## src/rtl/kbd_hex_pkg.sv

```systemverilog
package kbd_hex_pkg;

  localparam logic [7:0] RELEASE_CODE = 8'hF0;
  localparam logic [7:0] EXTEND_CODE  = 8'hE0;

  typedef struct packed {
    logic       hit;
    logic [3:0] value;
  } key_hit_t;

  // active-high segment set, bit0 = a ... bit6 = g
  function automatic logic [6:0] glyph_of(input logic [3:0] v);
    case (v)
      4'h0: glyph_of = 7'h3F;
      4'h1: glyph_of = 7'h06;
      4'h2: glyph_of = 7'h5B;
      4'h3: glyph_of = 7'h4F;
      4'h4: glyph_of = 7'h66;
      4'h5: glyph_of = 7'h6D;
      4'h6: glyph_of = 7'h7D;
      4'h7: glyph_of = 7'h07;
      4'h8: glyph_of = 7'h7F;
      4'h9: glyph_of = 7'h6F;
      4'hA: glyph_of = 7'h77;
      4'hB: glyph_of = 7'h7C;
      4'hC: glyph_of = 7'h39;
      4'hD: glyph_of = 7'h5E;
      4'hE: glyph_of = 7'h79;
      default: glyph_of = 7'h71;
    endcase
  endfunction

  function automatic key_hit_t lookup_key(input logic [7:0] code);
    key_hit_t r;
    r.hit = 1'b1;
    case (code)
      8'h45: r.value = 4'h0;
      8'h16: r.value = 4'h1;
      8'h1E: r.value = 4'h2;
      8'h26: r.value = 4'h3;
      8'h25: r.value = 4'h4;
      8'h2E: r.value = 4'h5;
      8'h36: r.value = 4'h6;
      8'h3D: r.value = 4'h7;
      8'h3E: r.value = 4'h8;
      8'h46: r.value = 4'h9;
      8'h1C: r.value = 4'hA;
      8'h32: r.value = 4'hB;
      8'h21: r.value = 4'hC;
      8'h23: r.value = 4'hD;
      8'h24: r.value = 4'hE;
      8'h2B: r.value = 4'hF;
      default: begin
        r.hit   = 1'b0;
        r.value = 4'h0;
      end
    endcase
    return r;
  endfunction

  // frame[0]=start, [8:1]=data, [9]=parity, [10]=stop
  function automatic logic frame_is_good(input logic [10:0] f);
    return (f[0] == 1'b0) && (f[10] == 1'b1) && (^f[9:1] == 1'b1);
  endfunction

endpackage

```

## src/rtl/kb_line_sync.sv

```systemverilog
module kb_line_sync #(
  parameter int STAGES = 2
) (
  input  logic clk_i,
  input  logic rst_i,
  input  logic din_i,
  output logic dout_o
);
  logic [STAGES-1:0] q;

  for (genvar g = 0; g < STAGES; g++) begin : g_stage
    if (g == 0) begin : g_first
      always_ff @(posedge clk_i or posedge rst_i) begin
        if (rst_i) q[0] <= 1'b1;
        else       q[0] <= din_i;
      end
    end else begin : g_next
      always_ff @(posedge clk_i or posedge rst_i) begin
        if (rst_i) q[g] <= 1'b1;
        else       q[g] <= q[g-1];
      end
    end
  end

  assign dout_o = q[STAGES-1];
endmodule

```

## src/rtl/kb_frame_rx.sv

```systemverilog
module kb_frame_rx
  import kbd_hex_pkg::*;
#(
  parameter int SYNC_STAGES    = 2,
  parameter int TIMEOUT_CYCLES = 100000
) (
  input  logic       clk_i,
  input  logic       rst_i,
  input  logic       kb_clk_i,
  input  logic       kb_data_i,
  output logic [7:0] byte_o,
  output logic       byte_ok_o,
  output logic       byte_bad_o,
  output logic       timeout_o
);
  localparam int FRAME_BITS = 11;
  localparam int CW = $clog2(FRAME_BITS);
  localparam int TW = $clog2(TIMEOUT_CYCLES + 1);
  localparam logic [CW-1:0] LAST_BIT = CW'(FRAME_BITS - 1);
  localparam logic [TW-1:0] IDLE_LAST = TW'(TIMEOUT_CYCLES - 1);

  logic kclk_s, kdat_s, kclk_q;
  logic fall;
  logic [CW-1:0] bit_cnt;
  logic [FRAME_BITS-2:0] shreg;
  logic [TW-1:0] idle_cnt;
  logic frame_done;
  logic [FRAME_BITS-1:0] frame;

  kb_line_sync #(.STAGES(SYNC_STAGES)) u_sync_clk (
    .clk_i(clk_i), .rst_i(rst_i), .din_i(kb_clk_i), .dout_o(kclk_s));
  kb_line_sync #(.STAGES(SYNC_STAGES)) u_sync_dat (
    .clk_i(clk_i), .rst_i(rst_i), .din_i(kb_data_i), .dout_o(kdat_s));

  always_ff @(posedge clk_i or posedge rst_i) begin
    if (rst_i) kclk_q <= 1'b1;
    else       kclk_q <= kclk_s;
  end

  assign fall       = kclk_q & ~kclk_s;
  assign frame_done = fall && (bit_cnt == LAST_BIT);
  assign frame      = {kdat_s, shreg};
  assign timeout_o  = kclk_s && (bit_cnt != '0) && (idle_cnt == IDLE_LAST);

  always_ff @(posedge clk_i or posedge rst_i) begin
    if (rst_i) begin
      idle_cnt <= '0;
    end else if (!kclk_s || bit_cnt == '0 || timeout_o) begin
      idle_cnt <= '0;
    end else begin
      idle_cnt <= idle_cnt + 1'b1;
    end
  end

  always_ff @(posedge clk_i or posedge rst_i) begin
    if (rst_i) begin
      bit_cnt    <= '0;
      shreg      <= '0;
      byte_o     <= '0;
      byte_ok_o  <= 1'b0;
      byte_bad_o <= 1'b0;
    end else begin
      byte_ok_o  <= 1'b0;
      byte_bad_o <= 1'b0;
      if (timeout_o) begin
        bit_cnt <= '0;
      end else if (frame_done) begin
        bit_cnt    <= '0;
        byte_o     <= frame[8:1];
        byte_ok_o  <= frame_is_good(frame);
        byte_bad_o <= !frame_is_good(frame);
      end else if (fall) begin
        shreg   <= {kdat_s, shreg[FRAME_BITS-2:1]};
        bit_cnt <= bit_cnt + 1'b1;
      end
    end
  end


  bit_cnt_range_chk: assert property (@(posedge clk_i) disable iff (rst_i)
    bit_cnt <= LAST_BIT);

  one_verdict_chk: assert property (@(posedge clk_i) disable iff (rst_i)
    $onehot0({byte_ok_o, byte_bad_o}));

  timeout_clears_chk: assert property (@(posedge clk_i) disable iff (rst_i)
    timeout_o |=> (bit_cnt == '0) && !byte_ok_o && !byte_bad_o);

  verdict_needs_edge_chk: assert property (@(posedge clk_i) disable iff (rst_i)
    (byte_ok_o || byte_bad_o) |-> $past(fall));
endmodule

```

## src/rtl/hex_key_decode.sv

```systemverilog
module hex_key_decode
  import kbd_hex_pkg::*;
(
  input  logic       clk_i,
  input  logic       rst_i,
  input  logic [7:0] byte_i,
  input  logic       byte_ok_i,
  input  logic       byte_bad_i,
  output logic       show_o,
  output logic [3:0] nibble_o
);
  logic release_pend;
  key_hit_t hit;

  assign hit = lookup_key(byte_i);

  always_ff @(posedge clk_i or posedge rst_i) begin
    if (rst_i) begin
      release_pend <= 1'b0;
      show_o       <= 1'b0;
      nibble_o     <= '0;
    end else if (byte_ok_i) begin
      if (byte_i == RELEASE_CODE) begin
        release_pend <= 1'b1;
      end else if (release_pend) begin
        release_pend <= 1'b0;
      end else begin
        show_o   <= hit.hit;
        nibble_o <= hit.value;
      end
    end
  end


  release_skip_chk: assert property (@(posedge clk_i) disable iff (rst_i)
    (byte_ok_i && release_pend && byte_i != RELEASE_CODE)
      |=> $stable(show_o) && $stable(nibble_o) && !release_pend);

  release_arms_chk: assert property (@(posedge clk_i) disable iff (rst_i)
    (byte_ok_i && byte_i == RELEASE_CODE) |=> release_pend && $stable(show_o));

  bad_frame_hold_chk: assert property (@(posedge clk_i) disable iff (rst_i)
    byte_bad_i |=> $stable(show_o) && $stable(nibble_o));

  extend_blanks_chk: assert property (@(posedge clk_i) disable iff (rst_i)
    (byte_ok_i && !release_pend && byte_i == EXTEND_CODE) |=> !show_o);
endmodule

```

## src/rtl/seg_digit_drive.sv

```systemverilog
module seg_digit_drive
  import kbd_hex_pkg::*;
#(
  parameter int NUM_DIGITS = 4,
  parameter int DIGIT_SEL  = 0
) (
  input  logic                  show_i,
  input  logic [3:0]            nibble_i,
  output logic [NUM_DIGITS-1:0] digit_sel_n_o,
  output logic [7:0]            seg_n_o
);
  localparam logic [NUM_DIGITS-1:0] SEL_MASK = NUM_DIGITS'(1) << DIGIT_SEL;

  assign digit_sel_n_o = ~SEL_MASK;

  always_comb begin
    if (show_i) seg_n_o = {1'b1, ~glyph_of(nibble_i)};
    else        seg_n_o = 8'hFF;
  end


  always_comb begin
    point_dark_chk: assert (seg_n_o[7] == 1'b1 || $isunknown(seg_n_o));
  end
endmodule

```

## src/rtl/kbd_hex_display.sv

```systemverilog
module kbd_hex_display #(
  parameter int NUM_DIGITS     = 4,
  parameter int DIGIT_SEL      = 0,
  parameter int SYNC_STAGES    = 2,
  parameter int TIMEOUT_CYCLES = 100000
) (
  input  logic                  clk_i,
  input  logic                  rst_i,
  input  logic                  kb_clk_i,
  input  logic                  kb_data_i,
  output logic [NUM_DIGITS-1:0] digit_sel_n_o,
  output logic [7:0]            seg_n_o
);
  logic [7:0] rx_byte;
  logic       rx_ok, rx_bad, rx_timeout;
  logic       show;
  logic [3:0] nibble;

  kb_frame_rx #(.SYNC_STAGES(SYNC_STAGES), .TIMEOUT_CYCLES(TIMEOUT_CYCLES)) u_rx (
    .clk_i(clk_i), .rst_i(rst_i), .kb_clk_i(kb_clk_i), .kb_data_i(kb_data_i),
    .byte_o(rx_byte), .byte_ok_o(rx_ok), .byte_bad_o(rx_bad), .timeout_o(rx_timeout));

  hex_key_decode u_dec (
    .clk_i(clk_i), .rst_i(rst_i), .byte_i(rx_byte), .byte_ok_i(rx_ok),
    .byte_bad_i(rx_bad), .show_o(show), .nibble_o(nibble));

  seg_digit_drive #(.NUM_DIGITS(NUM_DIGITS), .DIGIT_SEL(DIGIT_SEL)) u_drv (
    .show_i(show), .nibble_i(nibble), .digit_sel_n_o(digit_sel_n_o), .seg_n_o(seg_n_o));


  one_digit_chk: assert property (@(posedge clk_i)
    $countones(~digit_sel_n_o) == 1 && digit_sel_n_o[DIGIT_SEL] == 1'b0);

  timeout_quiet_chk: assert property (@(posedge clk_i) disable iff (rst_i)
    rx_timeout |=> $stable(seg_n_o));
endmodule

```

## config.mk

```make
export PLATFORM = sky130hd
export DESIGN_NAME = kbd_hex_display
export DESIGN_NICKNAME = d
export VERILOG_FILES = /design/src/rtl/kbd_hex_pkg.sv /design/src/rtl/kb_line_sync.sv /design/src/rtl/kb_frame_rx.sv /design/src/rtl/hex_key_decode.sv /design/src/rtl/seg_digit_drive.sv /design/src/rtl/kbd_hex_display.sv
export SDC_FILE = /design/constraint.sdc
export NUM_CORES = 1
export LEC_CHECK = 0
export BUFFER_PORTS_ARGS = -buffer_cell sky130_fd_sc_hd__buf_2
export CORE_UTILIZATION = 65
export CTS_BUF_LIST = sky130_fd_sc_hd__clkbuf_8 sky130_fd_sc_hd__clkbuf_16
export DETAILED_ROUTE_END_ITERATION = 7
export PLACE_DENSITY = 0.93
export REMOVE_ABC_BUFFERS = 1
export SYNTH_ARGS = -nofsm -noshare
export SYNTH_HDL_FRONTEND = slang
export SYNTH_HIERARCHICAL = 1
export SYNTH_SLANG_ARGS = --single-unit
```

## constraint.sdc

```tcl
create_clock -name clk_i -period 2.63 [get_ports clk_i]
set_input_delay 0.263 -clock clk_i [delete_from_list [all_inputs] [get_ports clk_i]]
set_output_delay 0.263 -clock clk_i [all_outputs]
set_load 0.01 [all_outputs]
```

Yosys cells after proc, flatten, opt, wreduce, memory -nomap -nowiden
Memories as Yosys holds them, arrays and structs flattened. Cells that the tools add are included.

Input port bits: 4. Register bits: 51. Output and inout port bits: 12. Bits in read-only memories: 112. Memories kept: 1.

Equality and inequality tests: 19. Bitwise operators: 8. Mux-type cells: 11. $add $sub $neg: 2. Reductions and logical operators: 16.

Memory list: (name not given) (depth 16, width 7, rd ports 1, clocked after Yosys merged registers in 0, write ports 0, RTL line kbd_hex_pkg.sv:13) `case (v)`.

Operators by type and width (count): 8-bit by 6-bit == test with 1-bit output (second input constant) (11); 4-bit case mux with 15 select lines (1); 8-bit by 5-bit == test with 1-bit output (second input constant) (3); 17-bit by 1-bit adder with 17-bit output (second input constant) (1); 17-bit == test (second input constant) (1); 17-bit two-way mux (1); 8-bit by 7-bit == test with 1-bit output (second input constant) (2); 16-bit OR reduction (1); 7-bit two-way mux (2); 4-bit two-way mux (3); 9-bit parity (1); 8-bit == test (second input constant) (1); 7-bit inverter (1); 1-bit inverter (6); 3-bit AND reduction (2); 1-bit logical AND (5); 4-bit by 1-bit adder with 4-bit output (second input constant) (1); 4-bit == test (second input constant) (1); 4-bit zero test (1); 1-bit two-way mux (4); 4-bit nonzero test (1); 3-bit nonzero test (1); 1-bit logical OR (2); 2-bit AND reduction (1); other kinds (2) (2).

Logic depth before layout (Yosys ltp)
Gate-level depths: netlist of the first run.

Depth after elaboration: 5. Depth in mapped cells: 8. Gate-level depth less buffers: 6.

Hierarchy
The synthesis of the first run kept the hierarchy.

By module, submodules not included: kb_frame_rx (area each 1946.9 um2, cells each 169, instances 1, seq. area each 1052.3 um2); hex_key_decode (area each 688.2 um2, cells each 80, instances 1, seq. area each 150.1 um2); seg_digit_drive (area each 316.6 um2, cells each 42, instances 1, seq. area each 0.0 um2); kb_line_sync (area each 56.3 um2, cells each 3, instances 2, seq. area each 52.6 um2).

Worst setup path before layout of the first run
Ideal clock, no wire load.

Path kind: register to register. Start point: register u_rx.u_sync_clk.q[1], in the netlist u_rx/u_sync_clk/dout_o. End point: register u_rx.shreg[0]. Clock period less this slack: 1.733 ns. Arrival time: 1.609 ns. Path slack: 0.897 ns. Cell stages (with the launch flop): 6. Data required time: 2.505 ns. Path through: dfstp_2 nand2b_1 clkbuf_1 o21bai_1 buf_2 mux2_2.

Longest elaborated chain between the ends: 5.

RTL lines: start, declared (RTL line kb_line_sync.sv:9) `logic [STAGES-1:0] q;`; start signal, assigned by index (RTL line kb_line_sync.sv:20) `else q[g] <= q[g-1];`; 1-bit inverter (RTL line kb_frame_rx.sv:40) `assign fall = kclk_q & ~kclk_s;`; 1-bit bitwise AND (RTL line kb_frame_rx.sv:40); 1-bit logical AND (RTL line kb_frame_rx.sv:41) `assign frame_done = fall && (bit_cnt == LAST_BIT);`; 1-bit inverter (no line); 3-bit AND reduction (no line) *; end signal, assigned (RTL line kb_frame_rx.sv:73) `shreg <= {kdat_s, shreg[FRAME_BITS-2:1]};`; end, declared (RTL line kb_frame_rx.sv:25) `logic [FRAME_BITS-2:0] shreg;`.

Mark *: on every way between the ends. The rest lies on a longest branch, timed or not. A chain may end at the register's enable or synchronous reset.

Worst setup path after layout of the first run
Start point: register u_rx.bit_cnt[0]. End point: register u_rx.shreg[0].

Longest elaborated chain between the ends: 5.

RTL lines: start, declared (RTL line kb_frame_rx.sv:24) `logic [CW-1:0] bit_cnt;`; start signal, assigned (RTL line kb_frame_rx.sv:74) `bit_cnt <= bit_cnt + 1'b1;`; 4-bit nonzero test (RTL line kb_frame_rx.sv:43) `assign timeout_o = kclk_s && (bit_cnt != '0) && (idle_cnt == IDLE_LAST);`; 1-bit logical AND (2 in series) (RTL line kb_frame_rx.sv:43); 1-bit inverter (no line); 3-bit AND reduction (no line) *.

Marks and branches as above.

==> run summary, run 1 <==
The flow ran to the end, and the final reports show no timing, DRC or antenna violations. The maximum operating frequency was 0.464 GHz; the top-level port count was 16. The post-detailed-route via-to-cell ratio is 6.17. The library cell used most frequently in the layout, excluding fill and tap cells, is sky130_fd_sc_hd__dfrtp_1.

In this run the remaining antenna-violating nets after routing total 0. For the wire length of the first global-routing pass, the log shows 8970 um. The routed design has 5270 um of wire. For this design the static power due to leakage is 0.00125 uW. The layout-stage area growth over the synthesis result was 3.38%. For the number of antenna violations at the first check in global routing, the log shows 0.

The final setup TNS was 0 ns. The startpoint type of the worst setup path was a register. The vertical die dimension was 70.3 um; the share of final-layout standard cells stronger than drive strength 1 was 19.4%. For this design the total switching power over the nets is 851 uW.

The run gives 71.0% as the utilization after layout. The die covers 4940 sq um. The first routing iteration left 116 violations. IR analysis of the VDD net gives a maximum drop of 0.730 mV. For the arrival time of data at the critical path endpoint, the log shows 2.34 ns. The clock network is responsible for 18.6% of the overall power.

The tools report the relative slew slack as 29.1%. In the final routed layout, each cell accounts on average for 15.0 um. The count of clock tree sinks was 51.

The clock period minus final worst setup slack came out at 2.15 ns. Setup repair after global routing left no endpoint under its margin. The post-CTS setup repair buffer count is 0, and the final clock skew is 0.00590 ns. The worst setup path is of the register to register kind.

Global routing used 22.7% of the available tracks across all layers. In the routed design, unresolved DRC markers number 0. TritonCTS built the clock tree.

The tools report the post-synth design cell area as 3030 sq um. STA classifies the critical path endpoint as a register. Of all nets on the critical path, the largest fanout is 13. The switching share of power was 35.8%; the max capacitance violation total was 0. The effective utilization at floorplan is 68.7%, and the number of core rows is 24.

For the number of search-and-repair iterations in the first detailed-routing pass, the log shows 4. The insertion delay of the later-clocked pin in the worst-skew pair is 0.31 ns, and the required arrival time at the worst endpoint is 2.82 ns. The total overflow left after global routing is 0.

Summed over all nets, the half-perimeter wirelength after detailed placement is 3730 um. The core region is 4410 sq um. Count of endpoints failing hold in the final timing report: 0.

Combinational cells account for 30.3% of the total power. In the final design database the tool counted 312 nets. The post-route clock period utilization was 81.9%. The run gives 342 as the count of placed standard cells including taps. Number of standard cells in the final layout excluding fillers: 351. Number of standard cells after synthesis: 295. A synthesized cell averages 10.3 sq um. At the end of routability-driven placement, the weighted congestion stood at 0.809.

For this design the ratio of total power to cell area is 760 nW/um^2. The tools report the number of endpoints failing setup at the final stage as 0. At the pin with the least slew margin, the transition time is 1.06 ns.

The internal power of the cells totals 1530 uW. Measured along the x axis, the die boundary spans 70.3 um. Summing over every cut layer, the via total after detailed routing is 2165.

Leaving out fill and tap cells, the most frequent cells in the layout are sky130_fd_sc_hd__dfrtp_1, sky130_fd_sc_hd__nor2_1, sky130_fd_sc_hd__mux2_2, sky130_fd_sc_hd__inv_1, sky130_fd_sc_hd__nand2_1. The pin count of the biggest net entering global routing came out at 33. The cell sitting at the root of the clock tree is a sky130_fd_sc_hd__clkbuf_8. CTS built an H-tree with a depth of 2. The number of global-route vias before repair was 2100; the count of fill cells added during filler insertion was 312.

The repair_antennas step left the layout with diodes totalling 0. The tools report the number of buffers inserted during clock tree synthesis as 5. The number of buffers inserted by port buffering came out at 10. No sink is reached through more buffers than the 2 on the longest clock path. The class of the tightest hold or removal check is primary input to register. The clock input transition at the sequential cells of the worst setup and hold paths is 0.09 ns, and the number of slew-limit violations in the final report is 0.

The Yosys step of the flow raised 6 warnings. The run gives 51.1% as the sequential group share of total power.
metal layers:
layer	vias up	wire length (um)	track usage (%)
met5	-	0	0
li1	1047	-	-
met2	57	2610	37.7
met4	0	66	9.33
met1	1051	2400	28.3
met3	10	192	5.48
worst max-delay path: stages, from the launching register on:
cell and delay (ns):
sky130_fd_sc_hd__dfrtp_1 0.43, sky130_fd_sc_hd__inv_1 0.10, sky130_fd_sc_hd__ha_1 0.15, sky130_fd_sc_hd__nand2_1 0.09, sky130_fd_sc_hd__o21bai_1 0.84, sky130_fd_sc_hd__mux2_2 0.43
final timing paths:
kind,slack (ns),start,endpoint,cells past startpoint
setup / recovery,0.48,u_rx/bit_cnt[0]$_DFFE_PP0P_,u_rx/shreg[0]$_DFFE_PP0P_,5
hold reg to reg,0.36,u_rx/u_sync_clk/q[0]$_DFF_PP1_,u_rx/u_sync_clk/dout_o$_DFF_PP1_,0
setup reg to reg,0.48,u_rx/bit_cnt[0]$_DFFE_PP0P_,u_rx/shreg[0]$_DFFE_PP0P_,5
hold / removal,0.05,kb_clk_i,u_rx/u_sync_clk/q[0]$_DFF_PP1_,1
max in group asynchronous,1.37,rst_i,u_rx/kclk_q$_DFF_PP1_,4
min in group asynchronous,0.46,rst_i,u_dec/nibble_o[3]$_DFFE_PP0P_,3
power by group through the flow:
| stage | combinational [uW] | sequential (uW) | clock (uW) |
|---|---|---|---|
| finish | 721 | 1220 | 443 |
| global route | 789 | 1250 | 488 |
| CTS | 721 | 1210 | 463 |
| detailed placement | 715 | 1230 | 0 |
| global placement | 669 | 1210 | 0 |
| floorplan | 610 | 1150 | 0 |
registers in the layout, indices dropped and copies added, names as in the netlist:
signal,flops
u_rx/byte_ok_o,1
u_rx/u_sync_clk/q,1
u_rx/u_sync_dat/dout_o,1
u_rx/u_sync_dat/q,1
u_rx/idle_cnt,17
u_dec/release_pend,1
u_rx/byte_o,8
u_rx/u_sync_clk/dout_o,1
u_rx/bit_cnt,4
u_rx/kclk_q,1
u_dec/nibble_o,4
u_dec/show_o,1
u_rx/shreg,10
repair_timing:
action	4_1_cts	5_1_grt
hold endpoints to repair	15	0
hold buffers	1	0
resized for setup	0	0
area by class of cell:
class                           instances  area, sq um  area share (%)
Tap cell                               52         65.1            2.08
Clock inverter                          3         20.0           0.639
Sequential cell                        51         1280            40.9
Multi-Input combinational cell        211         1570            50.0
Inverter                               17         63.8            2.04
Clock buffer                            5         68.8            2.20
Timing Repair Buffer                   12         67.6            2.16
through the flow:
stage	setup slack, ns	total power, uW	hold slack, ns	cell area, sq um
floorplan	0.795	1760	0.0540	2910
global placement	0.592	1880	0.226	3040
detailed placement	0.503	1940	0.249	3040
CTS	0.483	2390	0.0332	3130
global route	0.380	2530	0.0264	3130
finish	0.476	2380	0.0501	3130
Note: power is estimated with default switching activity, not from simulation.
==> run 2: changes to the inputs <==
Settings changed: CORE_UTILIZATION 65 to 61, PLACE_DENSITY 0.93 to 0.88.
Clock period 2.63 ns to 2.1 ns, I/O delays scaled along.
==> run 2 against run 1 <==
Compared with the run above:
- worst hold slack gained 0.31 ns
- critical path type is now register to output port
- count of clock-buffer cells in the layout did not move
- total power increased by 37%
- first-iteration DRC count increased by 6.0%
- setup slack worse by 0.31 ns
- clock skew is essentially flat
- via count shrank 1.2%
- highest routed layer unchanged
- critical endpoint is now seg_n_o[1]
- global-route usage barely moved
- utilization fell by 2.3 points
- clock power grew 79%
==> run summary, run 2 (same netlist as run 1, synthesis figures left out) <==
The run gives 0 as the number of slew-limit violations in the final report. Destination of the worst register-to-register timing path: u_dec/show_o$_DFFE_PP0P_. For the total of cells resized after clock tree synthesis, the log shows 0.

In this run the critical register-to-register path is launched from u_rx/byte_o[5]$_DFFE_PP0P_. Dividing the detail-routed wire length by the instance count gives 14.1 um. The number of buffers inserted by port buffering is 10. The number of antenna violations at the first check in global routing is 0, and the number of flip-flops in the largest register is 17.

The worst setup path is launched from a register. The vertical die dimension was 72.5 um; the number of global-route vias before repair was 2031. The top-level port count came out at 16. CTS root buffer: sky130_fd_sc_hd__clkbuf_8. In the finished design, the share of the clock period the worst path needs comes to 91.9%.

For the leakage dissipation, the log shows 0.00131 uW. Setup slack on the worst reg-to-reg path comes out at 0.31 ns. The tree built by TritonCTS fans out to 51 sinks. The tools report the post-CTS setup repair buffer count as 0. After layout, the minimum clock period comes to 1.93 ns. In this run the deepest clock path goes through 2 buffers.

The tools report the pin count of the biggest net entering global routing as 42. In this run the most critical hold path is launched from u_rx/u_sync_dat/q[0]$_DFF_PP1_. In this run the worst hold path is classified as register to register. Setup violations remaining at the end of the flow were counted as 0.

The worst setup path is of the register to output port kind. Measured slew at the worst slew-check pin: 0.550 ns. The layout-stage area growth over the synthesis result works out to 7.72%. The path with the worst hold slack has its endpoint at u_rx/u_sync_dat/dout_o$_DFF_PP1_. The run gives 9240 um as the wire length of the first global-routing pass. TritonCTS built the clock tree. In this run, CTS created clock tree buffers numbering 5.

On the final layout, the worst clock skew is 0.00578 ns. Global routing used 22.6% of the available tracks. For the worst setup path, the data required time is 1.89 ns. In the final layout, the registers with the most flip-flops are u_rx/idle_cnt (17), u_rx/shreg (10), u_rx/byte_o (8). In the final layout, the share of cells above drive strength 1 is 21.2%. CTS built an H-tree with a depth of 2.

The placed wire-length estimate is 3710 um, and the net count reported at finish is 320. The die covers 5260 sq um. The number of cells on the worst reg-to-reg path is 4.

The final setup TNS is 0 ns, and the number of core rows is 25. The count of endpoints failing hold in the final timing report came out at 0. The initial utilization of the core area, before any placement, comes to 63.8%. The largest register by flop count was u_rx/idle_cnt. The global placer's final weighted congestion came out at 0.933. Setup repair after global routing left no endpoint under its margin. Of all nets on the critical path, the largest fanout is 6. The flow ran to the end, and the final reports show no timing, DRC or antenna violations.

DRC violation total after the first TritonRoute iteration: 123. The floorplan step set the die width to 72.5 um. Clock-pin slew was measured on the worst setup and hold paths at 0.09 ns. The leftover overflow at the end of global routing is 0. The logs give 0 for the number of nets still failing antenna checks after routing and 1.72 ns for the arrival time of data at the critical path endpoint. The worst hold path was traced through 0 stages. The run gives 68.7% as the utilization after layout. For this run, the top clock speed supported by timing is 0.518 GHz. The repair_antennas step left the layout with diodes totalling 0. Clock latency on the worst-skew pair, taken at its later pin, is 0.31 ns. STA classifies the critical path endpoint as an output port. The power density of the placed cells was 998 nW/um^2; the detailed-route wire length was 5290 um.

For the largest vdd supply drop, the log shows 0.833 mV. Leaving out fill and tap cells, the most frequent cells in the layout are sky130_fd_sc_hd__dfrtp_1, sky130_fd_sc_hd__nor2_1, sky130_fd_sc_hd__mux2_2, sky130_fd_sc_hd__nand2_1. Headroom to the max-slew limit came out at 63.4%. The tools report the detailed-route via count as 2138.

Max-cap violations in this run came to 0. Leaving out fill and tap cells, the most frequent cell in the layout is sky130_fd_sc_hd__dfrtp_1. The number of search-and-repair iterations in the first detailed-routing pass is 4. The post-detailed-route DRC marker count was 0; the core box area was 4750 sq um. The post-detailed-route via-to-cell ratio works out to 5.72.
==> run 2: power breakdown <==
group | switching [uW] | total, uW | internal [uW]
registers | 294 | 1470 | 1180
logic | 458 | 992 | 534
clock network | 321 | 795 | 475
total | 1070 | 3260 | 2190
==> run 2: worst max-delay path by stage <==
| stage | end | from | cells after the start | slack [ns] |
|---|---|---|---|---|
| 3_5_place_dp | u_dec/show_o$_DFFE_PP0P_ | u_rx/byte_o[5]$_DFFE_PP0P_ | 4 | 0.31 |
| 5_1_grt | seg_n_o[1] | u_dec/nibble_o[1]$_DFFE_PP0P_ | 6 | 0.05 |
| 2_1_floorplan | u_rx/shreg[0]$_DFFE_PP0P_ | u_rx/bit_cnt[0]$_DFFE_PP0P_ | 5 | 0.26 |
| 4_1_cts | seg_n_o[1] | u_dec/nibble_o[1]$_DFFE_PP0P_ | 6 | 0.16 |
| 6_report | seg_n_o[1] | u_dec/nibble_o[1]$_DFFE_PP0P_ | 6 | 0.17 |
| 3_3_place_gp | u_dec/show_o$_DFFE_PP0P_ | u_rx/byte_o[5]$_DFFE_PP0P_ | 4 | 0.37 |
==> run 2: final cells by class <==
cell class              count  area [sq um]
clock inverters             3          67.6
multi-input cells         211          1570
fillers                   351          1490
well taps                  67          83.8
flip-flops and latches     51          1280
inverters                  17          63.8
clock buffers               5          68.8
repair buffers             20           133
==> run 2: through the flow <==
step | power, uW | instance area (sq um) | instances | setup slack [ns] | hold WS (ns)
after floorplan | 2210 | 2910 | 279 | 0.265 | 0.000959
after global placement | 2410 | 3100 | 363 | 0.370 | 0.183
after detailed placement | 2470 | 3100 | 363 | 0.308 | 0.187
after CTS | 3270 | 3270 | 374 | 0.156 | 0.365
after global routing | 3460 | 3270 | 374 | 0.0518 | 0.371
final | 3260 | 3270 | 374 | 0.171 | 0.363
==> run 2: per-layer routing <==
metal | vias to the layer above | part of all wire, % | GRT usage [%]
met2 | 35 | 49 | 36.9
met4 | 0 | 1.3 | 7.19
met1 | 1045 | 46 | 30.9
met3 | 8 | 3.2 | 4.17
met5 | - | 0 | 0
li1 | 1050 | - | -
==> run 2: worst max-delay path, cell delays in order, from the launching register on <==
cell	delay [ns]
sky130_fd_sc_hd__dfrtp_1	0.45
sky130_fd_sc_hd__inv_1	0.13
sky130_fd_sc_hd__ha_1	0.29
sky130_fd_sc_hd__nand2b_1	0.07
sky130_fd_sc_hd__a21boi_0	0.13
sky130_fd_sc_hd__o211ai_1	0.19
sky130_fd_sc_hd__buf_2	0.16
==> run 2: repair_timing <==
item                                    CTS  global route
endpoints found under the setup margin    0             0
hold endpoints to repair                 12             0
hold buffers                              3             0
==> run 3: changes to the inputs <==
Settings changed: BUFFER_PORTS_ARGS -buffer_cell sky130_fd_sc_hd__buf_2 to not set, CORE_UTILIZATION 61 to 63, DONT_BUFFER_PORTS set to 1.
==> run 3 against run 2 <==
Compared with the run above:
- the run now ends with DRC left
- fmax increased by 1.5%
- global-route usage increased by 2.0 points
- setup slack improved by 0.028 ns
- via count increased by 3.5%
- register-to-register slack got worse by 0.08 ns
- routed wire length increased by 8.6%
- design area decreased by 3.0%
- flip-flop and latch count unchanged
- total power decreased by 3.3%
- cell count decreased by 6.7%
==> run summary, run 3 (same netlist as run 1, synthesis figures left out) <==
The final setup TNS is 0 ns, and the power density of the placed cells is 995 nW/um^2. The run gives 0.526 GHz as the maximum operating frequency. Entering global routing, the biggest net connects 42 pins. The worst setup path is of the register to output port kind.

Summed over all nets, the half-perimeter wirelength after detailed placement is 4020 um. The number of slew-limit violations in the final report is 0. The die covers 5090 sq um.

Once the clock tree was built, the resizer swapped 0 gates to a different size. The top cell types in the final layout, fill and taps aside, are sky130_fd_sc_hd__dfrtp_1, sky130_fd_sc_hd__nor2_1, sky130_fd_sc_hd__mux2_2, sky130_fd_sc_hd__inv_1, sky130_fd_sc_hd__nand2_1. In this run switching power makes up 34.6% of total power. During I/O placement, the number of pins put on the boundary was 16.

u_rx/idle_cnt holds more flip-flops than any other register. For the worst-skew pair, the clock arrives at the later sink with an insertion delay of 0.30 ns. Internal power component: 2060 uW. The post-route netlist has 17.8% of its cells at a drive strength greater than 1. At the end of routability-driven placement, the weighted congestion stood at 0.855. The sequential group share of total power came out at 47.7%. The register with the most flip-flops in the layout has 17 of them.

The run gives 31.7% as the combinational fraction of design power. The logs give 4470 sq um for the core box area and 63.0% for the relative slew slack. The clock passes through at most 2 buffers. Port buffering added 0 buffers.

The flow ran to the end, but the final reports show violations. For the pin with the worst max-slew slack, the measured transition is 0.555 ns. The design draws 3150 uW.

The required arrival time at the worst endpoint was 1.89 ns. For met3 alone, demand over resource in global routing was 4.64%. For this design, the sink count on the clock tree is 51. The final critical path takes up 90.5% of the cycle. The largest driver fanout on the critical path was 6; the largest vdd supply drop was 0.853 mV.

The first routing iteration left 163 violations. The met2 track demand over resource came out at 41.9%. The initialized floorplan defines 24 standard-cell rows. In this run the worst hold path is classified as register to register.

The cell sitting at the root of the clock tree is a sky130_fd_sc_hd__clkbuf_8. TritonCTS built the clock tree. For this design the total switching power over the nets is 1090 uW. STA classifies the critical path endpoint as an output port. The final reports fail on DRC. The number of antenna diodes in the final layout is 0. Setup violations remaining at the end of the flow were counted as 0. The die is 71.4 um wide. Clock tree synthesis inserted a total of 5 buffers. For this run the aggregate overflow at the end of global routing stands at 0.

The vertical die dimension is 71.4 um, and the total non-filler cell area in the finished layout is 3170 sq um. After clock tree synthesis, the clock-pin slew on the worst setup and hold paths is 0.09 ns. For the net count reported at finish, the log shows 310.

Data on the critical path arrives at its endpoint at 1.69 ns. The layer flagged by global routing as most heavily used is met2. In the final routed layout, each cell accounts on average for 16.5 um.

The count of endpoints failing hold in the final timing report was 0. Clock group share of total power: 20.7%. The logs give 31.5% for the met1 track demand over resource in global routing and 0 for the max capacitance violation total. In the final layout, the registers with the most flip-flops are u_rx/idle_cnt (17), u_rx/shreg (10), u_rx/byte_o (8). The tools report the detailed-route via count as 2213. The tools report the startpoint type of the worst setup path as a register.

The pre-antenna-repair detailed-routing pass consisted of 6 iterations. Between clock sinks in the finished design, the worst skew comes to 0.00747 ns. For the post-detailed-route DRC marker count, the log shows 1.

In this run the static leakage power is 0.00128 uW. The post-detailed-route via-to-cell ratio is 6.34. After detailed placement, the total cell area comes to 3030 sq um. The wire length of the first global-routing pass is 9900 um, and the number of global-route vias before repair is 2174. The number of antenna violations at the first check in global routing was 0; the overall fraction of global-route tracks in use was 24.6%. Compared with the post-synthesis result, the final layout area differs by 4.46%. Detailed-route wire length: 5750 um. The logs give 2 for the H-tree depth and 0 for the number of nets still failing antenna checks after routing. The utilization after layout was 70.8%. Setup repair after global routing left no endpoint under its margin.

The clock period minus final worst setup slack is 1.90 ns, and the post-CTS setup repair buffer count is 0. The most common library cell in the layout ignoring fill and taps was sky130_fd_sc_hd__dfrtp_1. The tools report the effective utilization at floorplan as 67.8%.
run 3: stage by stage:
step                      worst slack [ns]  std cells  hold slack (ns)
after CTS                            0.175        349            0.362
after global placement               0.357        338           0.0257
after detailed placement             0.282        338           0.0329
after floorplan                      0.265        279         0.000959
final                                0.199        349            0.360
after global routing                0.0822        349            0.367
run 3: power by group through the flow:
stage	clock network [uW]	registers [uW]	logic [uW]
after floorplan	0	1440	764
after global placement	0	1490	928
after detailed placement	0	1500	971
after CTS	663	1490	990
after global routing	697	1540	1090
final	651	1500	998
run 3: worst paths after layout:
| kind | from | end | slack [ns] | cells past startpoint |
|---|---|---|---|---|
| worst max register to register | u_rx/byte_o[5]$_DFFE_PP0P_ | u_dec/show_o$_DFFE_PP0P_ | 0.23 | 4 |
| worst min register to register | u_rx/u_sync_dat/q[0]$_DFF_PP1_ | u_rx/u_sync_dat/dout_o$_DFF_PP1_ | 0.36 | 0 |
| min in group asynchronous | rst_i | u_dec/nibble_o[3]$_DFFE_PP0P_ | 0.38 | 2 |
| worst max-delay path | u_dec/nibble_o[1]$_DFFE_PP0P_ | seg_n_o[1] | 0.20 | 5 |
| worst min-delay path | u_rx/u_sync_dat/q[0]$_DFF_PP1_ | u_rx/u_sync_dat/dout_o$_DFF_PP1_ | 0.36 | 0 |
| max in group asynchronous | rst_i | u_rx/kclk_q$_DFF_PP1_ | 1.13 | 3 |
run 3: critical path, stage by stage, from the launching register on:
cell and delay (ns):
sky130_fd_sc_hd__dfrtp_1 0.45, sky130_fd_sc_hd__inv_1 0.13, sky130_fd_sc_hd__ha_1 0.31, sky130_fd_sc_hd__nand2b_1 0.07
sky130_fd_sc_hd__a21boi_0 0.12, sky130_fd_sc_hd__o211ai_1 0.30
run 3: area by class of cell:
cell class | count | area (sq um)
Timing Repair Buffer | 10 | 82.6
Fill cell | 322 | 1310
Multi-Input combinational cell | 211 | 1570
Sequential cell | 51 | 1280
Tap cell | 52 | 65.1
Inverter | 17 | 63.8
Clock buffer | 5 | 68.8
Clock inverter | 3 | 37.5
run 3: timing repair:
| item | in CTS | in global routing |
|---|---|---|
| endpoints found under the setup margin | 0 | 0 |
| hold endpoints to repair | 52 | 0 |
| hold buffers | 3 | 0 |
run 3: routing by layer:
metal	up-vias	share of wire [%]	wire length [um]
met1	1103	44	2540
met5	-	0	0
li1	1034	-	-
met4	0	1.8	106
met3	16	3.6	206
met2	60	50	2890
